===== config.mk =====
export PLATFORM = sky130hd
export DESIGN_NAME = prio_mapper
export DESIGN_NICKNAME = d
export VERILOG_FILES = /design/src/rtl/prio_mapper_pkg.sv /design/src/rtl/prio_rank_cell.sv /design/src/rtl/prio_change_det.sv /design/src/rtl/prio_mapper.sv
export SDC_FILE = /design/constraint.sdc
export NUM_CORES = 1
export LEC_CHECK = 0
export ABC_CLOCK_PERIOD_IN_PS = 5000
export BUFFER_PORTS_ARGS = -buffer_cell sky130_fd_sc_hd__buf_2
export CORE_ASPECT_RATIO = 0.7
export CORE_MARGIN = 3
export CORE_UTILIZATION = 30
export DETAILED_ROUTE_END_ITERATION = 10
export PLACE_DENSITY = 0.61
export SETUP_SLACK_MARGIN = 0.4
export SYNTH_ARGS = -nofsm -noshare
export SYNTH_HDL_FRONTEND = slang
export SYNTH_HIERARCHICAL = 1
export SYNTH_SLANG_ARGS = --single-unit

===== constraint.sdc =====
create_clock -name clk -period 5 [get_ports clk]
set_input_delay 1 -clock clk [delete_from_list [all_inputs] [get_ports clk]]
set_output_delay 1 -clock clk [all_outputs]
set_load 0.05 [all_outputs]

===== src/rtl/prio_mapper_pkg.sv =====
package prio_mapper_pkg;
  // width of an index over n processors, never below one bit
  function automatic int idx_width(int n);
    return (n > 1) ? $clog2(n) : 1;
  endfunction
endpackage


===== src/rtl/prio_rank_cell.sv =====
module prio_rank_cell #(
  parameter int NUM_CPU = 3,
  parameter int TPRIO_W = 4,
  parameter int IDX     = 0,
  localparam int PW     = prio_mapper_pkg::idx_width(NUM_CPU)
) (
  input  logic [NUM_CPU*TPRIO_W-1:0] prio_flat,
  input  logic [NUM_CPU-1:0]         valid,
  output logic [PW-1:0]              rank
);
  logic [TPRIO_W-1:0] own_p;
  logic               own_v;
  logic [NUM_CPU-1:0] beats;

  assign own_p = prio_flat[IDX*TPRIO_W +: TPRIO_W];
  assign own_v = valid[IDX];

  // beats[j]: processor j holds a better position than this one
  always_comb begin
    for (int j = 0; j < NUM_CPU; j++) begin
      logic [TPRIO_W-1:0] pj;
      logic               vj;
      pj = prio_flat[j*TPRIO_W +: TPRIO_W];
      vj = valid[j];
      if (j == IDX) begin
        beats[j] = 1'b0;
      end else if (vj && !own_v) begin
        beats[j] = 1'b1;
      end else if (!vj && own_v) begin
        beats[j] = 1'b0;
      end else if (vj && own_v) begin
        beats[j] = (pj < own_p) || ((pj == own_p) && (j < IDX));
      end else begin
        beats[j] = (j < IDX);
      end
    end
  end

  always_comb begin
    rank = '0;
    for (int j = 0; j < NUM_CPU; j++) begin
      if (beats[j]) rank = rank + PW'(1);
    end
  end
endmodule


===== src/rtl/prio_change_det.sv =====
module prio_change_det #(
  parameter int W = 8
) (
  input  logic         clk,
  input  logic         rst,
  input  logic [W-1:0] data,
  output logic         changed
);
  logic [W-1:0] last_q;
  logic         after_rst_q;

  // keeps tracking during reset so a held input is not seen as new
  always_ff @(posedge clk) begin
    last_q <= data;
    if (rst) after_rst_q <= 1'b1;
    else     after_rst_q <= 1'b0;
  end

  assign changed = (data != last_q) || after_rst_q;
endmodule


===== src/rtl/prio_mapper.sv =====
module prio_mapper #(
  parameter int NUM_CPU = 3,
  parameter int TPRIO_W = 4,
  localparam int PW     = prio_mapper_pkg::idx_width(NUM_CPU),
  localparam int IN_W   = NUM_CPU * TPRIO_W + NUM_CPU
) (
  input  logic                      clk,
  input  logic                      rst,
  input  logic [NUM_CPU*TPRIO_W-1:0] task_prio_i,
  input  logic [NUM_CPU-1:0]        task_valid_i,
  output logic [NUM_CPU*PW-1:0]     cpu_prio_o,
  output logic                      prio_upd_o
);
  logic [NUM_CPU*PW-1:0] rank_next;
  logic                  inp_changed;

  for (genvar g = 0; g < NUM_CPU; g++) begin : g_rank
    prio_rank_cell #(
      .NUM_CPU (NUM_CPU),
      .TPRIO_W (TPRIO_W),
      .IDX     (g)
    ) u_cell (
      .prio_flat (task_prio_i),
      .valid     (task_valid_i),
      .rank      (rank_next[g*PW +: PW])
    );
  end

  prio_change_det #(.W(IN_W)) u_chg (
    .clk     (clk),
    .rst     (rst),
    .data    ({task_valid_i, task_prio_i}),
    .changed (inp_changed)
  );

  always_ff @(posedge clk) begin
    if (rst) begin
      for (int i = 0; i < NUM_CPU; i++) cpu_prio_o[i*PW +: PW] <= PW'(i);
      prio_upd_o <= 1'b0;
    end else begin
      cpu_prio_o <= rank_next;
      prio_upd_o <= inp_changed;
    end
  end
endmodule


==> summary.md, run 1 <==
| Metric | Value |
|---|---|
| Outcome | completed |
| Wire per inst | between 10 and 15 um |
| Post-Syn Area per Cell | 10.0 um2 |
| CORE AREA | 3760 um2 |
| Yosys warns | 6 |
| Max Root-Sink Buffers | 2 |
| Die width | about 83 um |
| All-Layer GR Usage | 12.5% |
| Global-route wire length before repair | 4.69 mm |
| Synth-to-layout area growth | 17.7% |
| Crit. End Element | flop |
| Port Buffers | 23 |
| DR vias | 995 |
| # setup viols final | 0 |
| H-tree levels | 1 |
| DR pass1 iterations | 6 |
| CTS Root Cell | clkbuf_8 |
| Setup_tns | 0 ps |
| Net Count, Synth | 166 |
| Mapped Cells | ~130 |
| Largest net degree at the start of global routing | 13 |
| Min Tclk post-route | 2300 ps |
| Cts hold-fix bufs | 0 |
| Final number of hold-violating endpoints | 0 |
| Cell area power density | 275 nW/um2 |
| CTS-repair resized insts | 0 |
| Die Footprint | 5010 um2 |
| Antenna Violating Nets Remaining | 0 |
| Vias in the first global route | 1000 |
| Initial antenna violation count | 0 |
| FMAX | 0.434 GHz |
| Total Power | 406 uW |
| Final WL | 2.91 mm |
| CTS tree | built |
| WP data required | 5150 ps |
| Reg2reg end | prio_upd_o |
| Multi-input gate area | 738 um2 |
| Number of cell rows | 18 |
| Die Ht | 60.1 um |
| Arr. time, crit path | 2460 ps |
| IO Pins | 24 |
| VDD IR max | 0.000116 V |
| Clock skew after layout | roughly 0.9 ps |
| Lkg Pwr | 0.732 nW |
| Clock transition at the registers of the reported paths | 70 ps |
| Antenna fix cells | 0 |
| DRC Markers | 0 |
| Synth Flop Type | dfxtp_1 |
| Final Wtd Congestion | slightly below 0.9 |
| Final Max Tran Viols | 0 |
| Post-synth EDFFs | 0 |
| Worst slew pin tran | 679 ps |
| Initial Util | about a third |
| Share of cells above drive strength 1 | 18.4% |
| Relative slew slack | between 50% and 60% |
| R2R cell count | 4 |
| Crit path launch type | primary input |
| Max Cap Viol | 0 |
| Yosys cell types | 20 |
| Storage cell area | 460 um2 |
| Num CTS Buffers | 3 |
| Post-DP HPWL | about 2.3 mm |
| Post-synthesis cell area | 1250 um2 |
| DR vias/cell | 4.93 |
| Worst reg-to-reg setup slack | ~3500 ps |
| Fillers | 393 |
| Post-CTS Setup Bufs | 0 |
| Async SR Flop Fraction | 0% |
| Initial DRC count | 78 |
| Yosys top cell by area | dfxtp_1 |
| CP Max Fanout | 5 |
| Post-synth top cells | ha_1, dfxtp_1, inv_1, xor2_1, nor2b_1 |
| Fin crit share | 46.0% |
| Grt total ovfl | 0 |
| Sequential area share after synthesis | 36.7% |
| HP Class | flop to flop |
| Sink Count | 23 |
| WHS Path Cells | 3 |
| Synth area leaders | dfxtp_1, ha_1, xor2_1 |
| Critical path type | primary input to flop |
| Net count, final | slightly below 200 |
| RSZ-0062 raised after global routing | no |
| Top cell type's share of synthesized area | 36.7% |
| RR Startpoint | u_chg/last_q[4] |
| Seq cells post-synth | 23 |
| Worst skew pair latency | approximately 260 ps |
| Top-count cell post-synth | ha_1 |
| HP Start | u_chg/after_rst_q |
| Hold worst-path end | prio_upd_o |
[report_power, final]
part	internal, mW	switching [mW]
clock network	0.0568	0.0545
logic	0.0362	0.0597
registers	0.195	0.00386
[critical path: stages]
cell and delay (ps):
buf_2 150, inv_1 90, ha_1 300, o211ai_1 150, o21ai_0 140, a21boi_1 190, ha_1 240, or2_1 190
[cell usage in the layout (no fill, tap or decap), types with 2 or more instances in the layout]
cell type / Yosys / final
o21ai_0: 5 / 5
a21boi_1: 3 / 3
ha_1: 24 / 24
clkbuf_8: 0 / 3
inv_1: 15 / 15
o211ai_1: 2 / 2
nor2b_1: 8 / 8
a21oi_1: 3 / 3
a41o_1: 3 / 3
o21bai_1: 3 / 3
buf_2: 0 / 23
nand2_1: 6 / 6
nor4_1: 4 / 4
nor3b_1: 2 / 2
dfxtp_1: 23 / 23
xor2_1: 15 / 15
nand3_1: 3 / 3
or2_1: 2 / 2
[how the worst max path moves through the flow]
stage                    end      startpoint
2_1_floorplan  cpu_prio_o[2]  task_prio_i[7]
3_3_place_gp   cpu_prio_o[2]  task_prio_i[7]
3_5_place_dp   cpu_prio_o[2]  task_prio_i[7]
4_1_cts        cpu_prio_o[2]  task_prio_i[5]
5_1_grt        cpu_prio_o[2]  task_prio_i[5]
6_report       cpu_prio_o[2]  task_prio_i[5]
[layout make-up]
cell class / count / area share [%]
Timing Repair Buffer: 23 / 7.79
Tap cell: 50 / 4.23
Multi-Input combinational cell: 87 / 50.0
Inverter: 15 / 3.81
Clock buffer: 4 / 3.05
Sequential cell: 23 / 31.2
[registers in the layout (all words and copies together) (netlist names)]
register and flops:
prio_upd_o 1, u_chg/last_q 15, cpu_prio_o 6, u_chg/after_rst_q 1
[stage by stage]
step	area, um2	util (%)	hold WS (ps)	instances	setup slack [ps]
CTS	1480	39.3	630	202	2680
finish	1480	39.3	616	202	2700
global placement	1430	38.1	604	198	2470
global route	1480	39.3	674	202	2530
detailed placement	1430	38.1	596	198	2430
floorplan	1250	-	530	125	2690
[cells by family after synthesis]
kind of cell | count (synthesis) | share of synthesized area (%)
simple gates | 27 | 12.7
fa+ha+maj | 24 | 23.9
flops | 23 | 36.7
compound gates | 21 | 11.8
xor+xnor | 15 | 10.5
buf+inv | 15 | 4.49
[layer usage]
metal | track usage, % | vias up | part of all wire [%]
li1 | - | 483 | -
met1 | 15.7 | 479 | 50
met2 | 20.4 | 29 | 42
met3 | 4.82 | 4 | 6.5
met4 | 2.80 | 0 | 0.86
met5 | 0 | - | 0
Note: power is estimated with default switching activity, not from simulation.
==> inputs of run 2 (changes only) <==
Settings changed: ABC_AREA set to 1, ABC_CLOCK_PERIOD_IN_PS 5000 to 2300, PLACE_DENSITY 0.61 to 0.6.
Clock period 5 ns to 2.3 ns, I/O delays scaled along.
==> run 2 against run 1 <==
Net effect:
- global-route usage shrank 0.40 points
- first-iteration DRC count shrank 35%
- sequential cell count is the same
- synthesized cell count grew 94%
- combinational power grew to 2.5 times the previous value
- cell area grew 19%
==> summary.md, run 2 <==
| Metric | Value |
|---|---|
| Crit. Startpoint | task_prio_i[11] |
| Hold_ws | 361 ps (-254 ps) |
| IO Pins | 24 (unchanged) |
| Async SR Flop Fraction | 0% (unchanged) |
| Num CTS Buffers | 3 (unchanged) |
| RSZ-0062 raised after global routing | no |
| CP Max Fanout | 6 (+1) |
| Arr. time, crit path | 1730 ps (-730 ps) |
| Die Footprint | 5930 um2 (+19%) |
| Number of cell rows | 20 (+2) |
| Sink Count | 23 (unchanged) |
| Grt total ovfl | 0 (unchanged) |
| Worst skew pair latency | 270 ps (about the same) |
| Clock transition at the registers of the reported paths | 90 ps (+20 ps) |
| Initial antenna violation count | 0 (unchanged) |
| Lkg Pwr | 1.16 nW (+59%) |
| Crit path launch type | primary input |
| Most frequent cells in the layout | nand2_1, inv_1, nor2_1, ha_1 |
| Post-synth top cells | nand2_1, inv_1, ha_1, nor2_1, dfxtp_1 |
| Post-synth EDFFs | 0 (unchanged) |
| DR vias/cell | 4.01 (-19%) |
| Die Ht | 65.4 um (+8.7%) |
| XOR/XNOR share of the synthesized area | 0% (-10 points) |
| Sequential area share after synthesis | 30.5% (-6.2 points) |
| Max Root-Sink Buffers | 2 (unchanged) |
| Yosys top cell by area | dfxtp_1 |
| Final Wtd Congestion | 0.804 (-7.0%) |
| CTS-repair resized insts | 0 (unchanged) |
| Area fraction in compound gates after synthesis | 1.99% (-9.8 points) |
| Yosys cell types | 9 (-55%) |
| Reg2reg end | prio_upd_o |
| Multi-input gate area | 795 um2 (+7.6%) |
| CTS Root Cell | clkbuf_8 |
| Synth-to-layout area growth | 16.2% |
| Post-Syn Area per Cell | 6.24 um2 (-38%) |
| Port Buffers | 23 (unchanged) |
| Fillers | 514 (+31%) |
| Yosys warns | 6 (unchanged) |
| DR vias | 1343 (+35%) |
| Crit path to | cpu_prio_o[4] |
| Seq cells post-synth | 23 (unchanged) |
| Synth area leaders | dfxtp_1, nand2_1, ha_1 |
| HP Start | task_prio_i[5] |
| Share of cells above drive strength 1 | 11.5% (-6.9 points) |
| Post-CTS Setup Bufs | 0 (unchanged) |
| Crit. End Element | flop |
| Final Max Tran Viols | 0 (unchanged) |
| Post-DP HPWL | 2.73 mm (+16%) |
| VDD IR max | 0.000231 V (+99%) |
| Min Tclk post-route | 1550 ps |
| DR pass1 iterations | 4 (-2) |
| Vias in the first global route | 1233 (+23%) |
| Top reg by flops | u_chg/last_q |
| WP data required | 2470 ps (-2680 ps) |
| RR Startpoint | u_chg/last_q[1] |
| Net Count, Synth | 283 (+70%) |
| Worst slew pin tran | 252 ps (-428 ps) |
| Final WL | 3.30 mm (+13%) |
| CORE AREA | 4580 um2 (+22%) |
| HP Class | primary input to flop |
| Critical path type | primary input to flop |
| Net count, final | 311 (+60%) |
| Top Registers | u_chg/last_q (15), cpu_prio_o (6) |
| Final number of hold-violating endpoints | 0 (unchanged) |
| All-Layer GR Usage | 12.1% (-0.40 points) |
| Post-synthesis cell area | 1510 um2 (+20%) |
| R2R cell count | 9 (+5) |
| FMAX | 0.644 GHz |
| Global-route wire length before repair | 5.59 mm (+19%) |
| Largest family of logic cells by synthesized area | simple AND/OR/NAND/NOR gates |
| Top-count cell post-synth | nand2_1 |
| CTS tree | built |
| Largest net degree at the start of global routing | 14 (+1) |
| Fin crit share | 67.5% |
| Outcome | completed |
| Setup_tns | 0 ps (unchanged) |
| DRC Markers | 0 (unchanged) |
| Initial Util | 33.0% (-0.39 points) |
| Clock skew after layout | 3.66 ps (+2.74 ps) |
| Die width | 90.8 um (+9.0%) |
| Max reg flops | 15 (unchanged) |
| # setup viols final | 0 (unchanged) |
| Multiplexer area fraction after synthesis | 0% (unchanged) |
| H-tree levels | 1 (unchanged) |
| Top cell type's share of synthesized area | 30.5% (-6.2 points) |
| Wire per inst | 9.85 um (-32%) |
| Cts hold-fix bufs | 0 (unchanged) |
| Most common cell after layout, fill and taps aside | nand2_1 |
| Initial DRC count | 51 (-35%) |
| Post-Synth Simple-Gate Area | 30.7% (+18 points) |
| Synth Flop Type | dfxtp_1 |
| Antenna fix cells | 0 (unchanged) |
| Synth Area in Adders | 19.9% (-4.0 points) |
| Worst reg-to-reg setup slack | 1160 ps (-2350 ps) |
| Storage cell area | 460 um2 (unchanged) |
| Cell area power density | 538 nW/um2 (+96%) |
| Max Cap Viol | 0 (unchanged) |
| Antenna Violating Nets Remaining | 0 (unchanged) |
| Relative slew slack | 83.3% (+29 points) |
| Mapped Cells | 242 (+94%) |
-- run 2: cells by family (layout without fill, tap and decap cells) --
kind of cell / count (synthesis) / in the layout
AND/OR/NAND/NOR: 121 / 121
buffers and inverters: 68 / 95
adder cells (fa/ha/maj): 24 / 24
flip-flops: 23 / 23
AO/OA/AOI/OAI: 6 / 6
-- run 2: per-layer routing --
| layer | GRT usage [%] | vias to the layer above | wire length, um |
|---|---|---|---|
| met4 | 2.26 | 0 | 24 |
| met5 | 0 | - | 0 |
| li1 | - | 749 | - |
| met2 | 17.6 | 18 | 1260 |
| met3 | 3.20 | 4 | 117 |
| met1 | 17.7 | 572 | 1900 |
-- run 2: area by class of cell --
| class | count | share of cell area, % |
|---|---|---|
| multi-input combinational | 151 | 45.3 |
| sequential | 23 | 26.2 |
| inverter | 68 | 14.6 |
| timing repair buffer | 23 | 6.56 |
| tap | 66 | 4.71 |
| clock buffer | 3 | 2.35 |
| clock inverter | 1 | 0.285 |
-- run 2: stage by stage --
| step | worst slack (ps) | power [mW] | std cells | instance area [um2] | util (%) |
|---|---|---|---|---|---|
| after floorplan | 749 | 0.607 | 242 | 1510 | - |
| after global placement | 455 | 0.681 | 331 | 1710 | 37.3 |
| after detailed placement | 469 | 0.686 | 331 | 1710 | 37.3 |
| after CTS | 751 | 0.955 | 335 | 1750 | 38.3 |
| after global routing | 595 | 1.01 | 335 | 1750 | 38.3 |
| final | 748 | 0.944 | 335 | 1750 | 38.3 |
-- run 2: critical path, stage by stage --
cell and delay [ps]:
buf_2 140, inv_1 80, ha_1 290, a21oi_1 200
nand2_1 70, nand2_1 60, nand2_1 50, nand2_1 60
ha_1 230, inv_1 50, nor2_1 30
-- run 2: report_power, final --
group          switching, mW  internal (mW)
Sequential           0.00929          0.423
Clock                  0.148          0.122
Combinational          0.160         0.0824
-- run 2: how the worst min path moves through the flow --
stage	cells after the start	to
after floorplan	0	u_chg/after_rst_q
after global placement	1	u_chg/last_q[11]
after detailed placement	1	u_chg/last_q[5]
after CTS	1	u_chg/last_q[5]
after global routing	1	u_chg/last_q[5]
final	1	u_chg/last_q[5]
==> inputs of run 3 (changes only) <==
Settings changed: ABC_CLOCK_PERIOD_IN_PS 2300 to 1450.
Clock period 2.3 ns to 1.45 ns, I/O delays scaled along.
==> run 3 against run 2 <==
Net effect:
- sequential power up 61%
- final cell count up 5.4%
- first-iteration DRC count down 71%
- clock-buffer cell count unchanged
- cell area up 38%
- wire length up 2.2%
- critical path depth up 2
- clock power up 49%
- sequential share of layout area down 6.9 points
- global-route usage up 0.45 points
- sequential cell count unchanged
- clock skew about the same
- largest cell class unchanged
==> summary.md, run 3 (synthesis results as in run 2) <==
| Metric | Value |
|---|---|
| Outcome | completed |
| All-Layer GR Usage | 12.5% (+0.45 points) |
| H-tree levels | 1 (unchanged) |
| IO Pins | 24 (unchanged) |
| DR vias/cell | 4.02 (+0.27%) |
| FMAX | between 0.8 and 0.9 GHz |
| Num CTS Buffers | 3 (unchanged) |
| Max Cap Viol | 0 (unchanged) |
| Lkg Pwr | 1.32 nW (+13%) |
| Antenna Violating Nets Remaining | 0 (unchanged) |
| Worst slew pin tran | 167 ps (-84.5 ps) |
| Final WL | 3.37 mm (+2.2%) |
| WP data required | 1660 ps (-810 ps) |
| Initial antenna violation count | 0 (unchanged) |
| Final Wtd Congestion | 0.814 (+1.3%) |
| Grt total ovfl | 0 (unchanged) |
| Crit. Startpoint | task_prio_i[11] |
| Final number of hold-violating endpoints | 0 (unchanged) |
| Cts hold-fix bufs | 0 (unchanged) |
| DR pass1 iterations | 4 (unchanged) |
| VDD IR max | 0.000399 V (+72%) |
| # setup viols final | 0 (unchanged) |
| Max reg flops | 15 (unchanged) |
| Number of cell rows | 20 (unchanged) |
| Largest net degree at the start of global routing | 14 (unchanged) |
| Vias in the first global route | 1303 (+5.7%) |
| Total Power | 1.70 mW (+80%) |
| Most frequent cells in the layout | nand2_1, inv_1, nor2_1 |
| Critical path type | primary input to flop |
| Crit path launch type | primary input |
| Min Tclk post-route | 1250 ps |
| Clock transition at the registers of the reported paths | 90 ps (about the same) |
| Antenna fix cells | 0 (unchanged) |
| Cell area power density | 699 nW/um2 (+30%) |
| Reg2reg end | prio_upd_o |
| Die width | 90.8 um (unchanged) |
| CTS Root Cell | clkbuf_8 |
| Top Registers | u_chg/last_q (15), cpu_prio_o (6) |
| Crit path to | cpu_prio_o[4] |
| Initial Util | 33.0% (unchanged) |
| RR Startpoint | u_chg/last_q[4] |
| Top reg by flops | u_chg/last_q |
| HP Class | primary input to flop |
| Die Ht | 65.4 um (unchanged) |
| Fin crit share | between 80% and 90% |
| Most common cell after layout, fill and taps aside | nand2_1 |
| Max Root-Sink Buffers | 2 (unchanged) |
| Final Max Tran Viols | 0 (unchanged) |
| Sink Count | 23 (unchanged) |
| Arr. time, crit path | 1460 ps (-270 ps) |
| Net count, final | 329 (+5.8%) |
| DP Area | 2040 um2 (+19%) |
| CP Max Fanout | 3 (-3) |
| CORE AREA | 4580 um2 (unchanged) |
| Relative slew slack | 88.9% (+5.5 points) |
| Synth-to-layout area growth | 60.6% |
| Global-route wire length before repair | 5.87 mm (+5.0%) |
| R2R cell count | 8 (-1) |
| Worst skew pair latency | 260 ps (about the same) |
| Post-route cell area | 2430 um2 (+38%) |
| Share of cells above drive strength 1 | 36.9% (+25 points) |
| Crit. End Element | flop |
| Port Buffers | 23 (unchanged) |
| Initial DRC count | 15 (-71%) |
| Wire per inst | 9.56 um (-3.0%) |
| CTS tree | built |
| Worst reg-to-reg setup slack | 420 ps (-740 ps) |
| RSZ-0062 raised after global routing | yes |
| DRC Markers | 0 (unchanged) |
| Die Footprint | 5930 um2 (unchanged) |
| DR vias | 1419 (+5.7%) |
| Post-DP HPWL | 2.79 mm (+2.5%) |
| Clock skew after layout | 3.39 ps (-0.272 ps) |
==> run 3: cell types whose count changed in the layout (fill, tap and decap cells not counted), sizes merged <==
cell,before,now
buf,23,41
inv,68,67
clkinv,1,2
==> run 3: critical path, stage by stage <==
cell	delay (ps)
buf_12	100
clkinv_8	50
ha_4	260
nand2_2	40
inv_2	50
nand2_1	40
nand2_1	50
nand2_1	50
nand2_1	60
nand2_1	50
ha_2	310
inv_1	30
nor2_1	80
==> run 3: repair_timing <==
item	in CTS	in global routing
setup endpoints to repair	14	14
pin swaps	6	21
setup buffers	1	4
cloned	0	0
resized for setup	64	29
==> run 3: final cells by class <==
class,instances,area (um2)
Tap cell,66,82.6
Sequential cell,23,470
Clock buffer,3,41.3
Multi-Input combinational cell,151,1050
Timing Repair Buffer,41,462
Fill cell,429,2150
Inverter,68,315
Clock inverter,1,5.00
==> run 3: report_power, final <==
part,internal [mW],switching (mW)
sequential,0.675,0.0197
clock,0.192,0.210
combinational,0.286,0.314
total,1.15,0.543
==> run 3: worst min path at each step <==
stage               startpoint                end  slack (ps)  depth (start not counted)
2_1_floorplan              rst  u_chg/after_rst_q         320                          0
3_3_place_gp    task_prio_i[4]    u_chg/last_q[4]         500                          1
3_5_place_dp    task_prio_i[4]    u_chg/last_q[4]         500                          1
4_1_cts         task_prio_i[4]    u_chg/last_q[4]         140                          1
5_1_grt        task_prio_i[10]   u_chg/last_q[10]         130                          1
6_report        task_prio_i[4]    u_chg/last_q[4]         140                          1
==> run 3: per-stage QoR <==
| step | cells | TNS (ps) | util (%) | hold WS, ps | worst slack (ps) |
|---|---|---|---|---|---|
| floorplan | 242 | 0 | - | 318 | 131 |
| global placement | 344 | -761 | 44.5 | 498 | -188 |
| detailed placement | 344 | -847 | 44.5 | 502 | -213 |
| CTS | 349 | 0 | 50.3 | 145 | 227 |
| global route | 353 | 0 | 53.0 | 126 | 120 |
| finish | 353 | 0 | 53.0 | 143 | 202 |
==> run 3: layer usage <==
layer / global-route usage (%) / share of wire [%] / wire length [um]
met3: 3.20 / 3.1 / 106
met2: 19.4 / 42 / 1400
met5: 0 / 0 / 0
met1: 17.7 / 55 / 1850
met4: 2.26 / 0.50 / 17
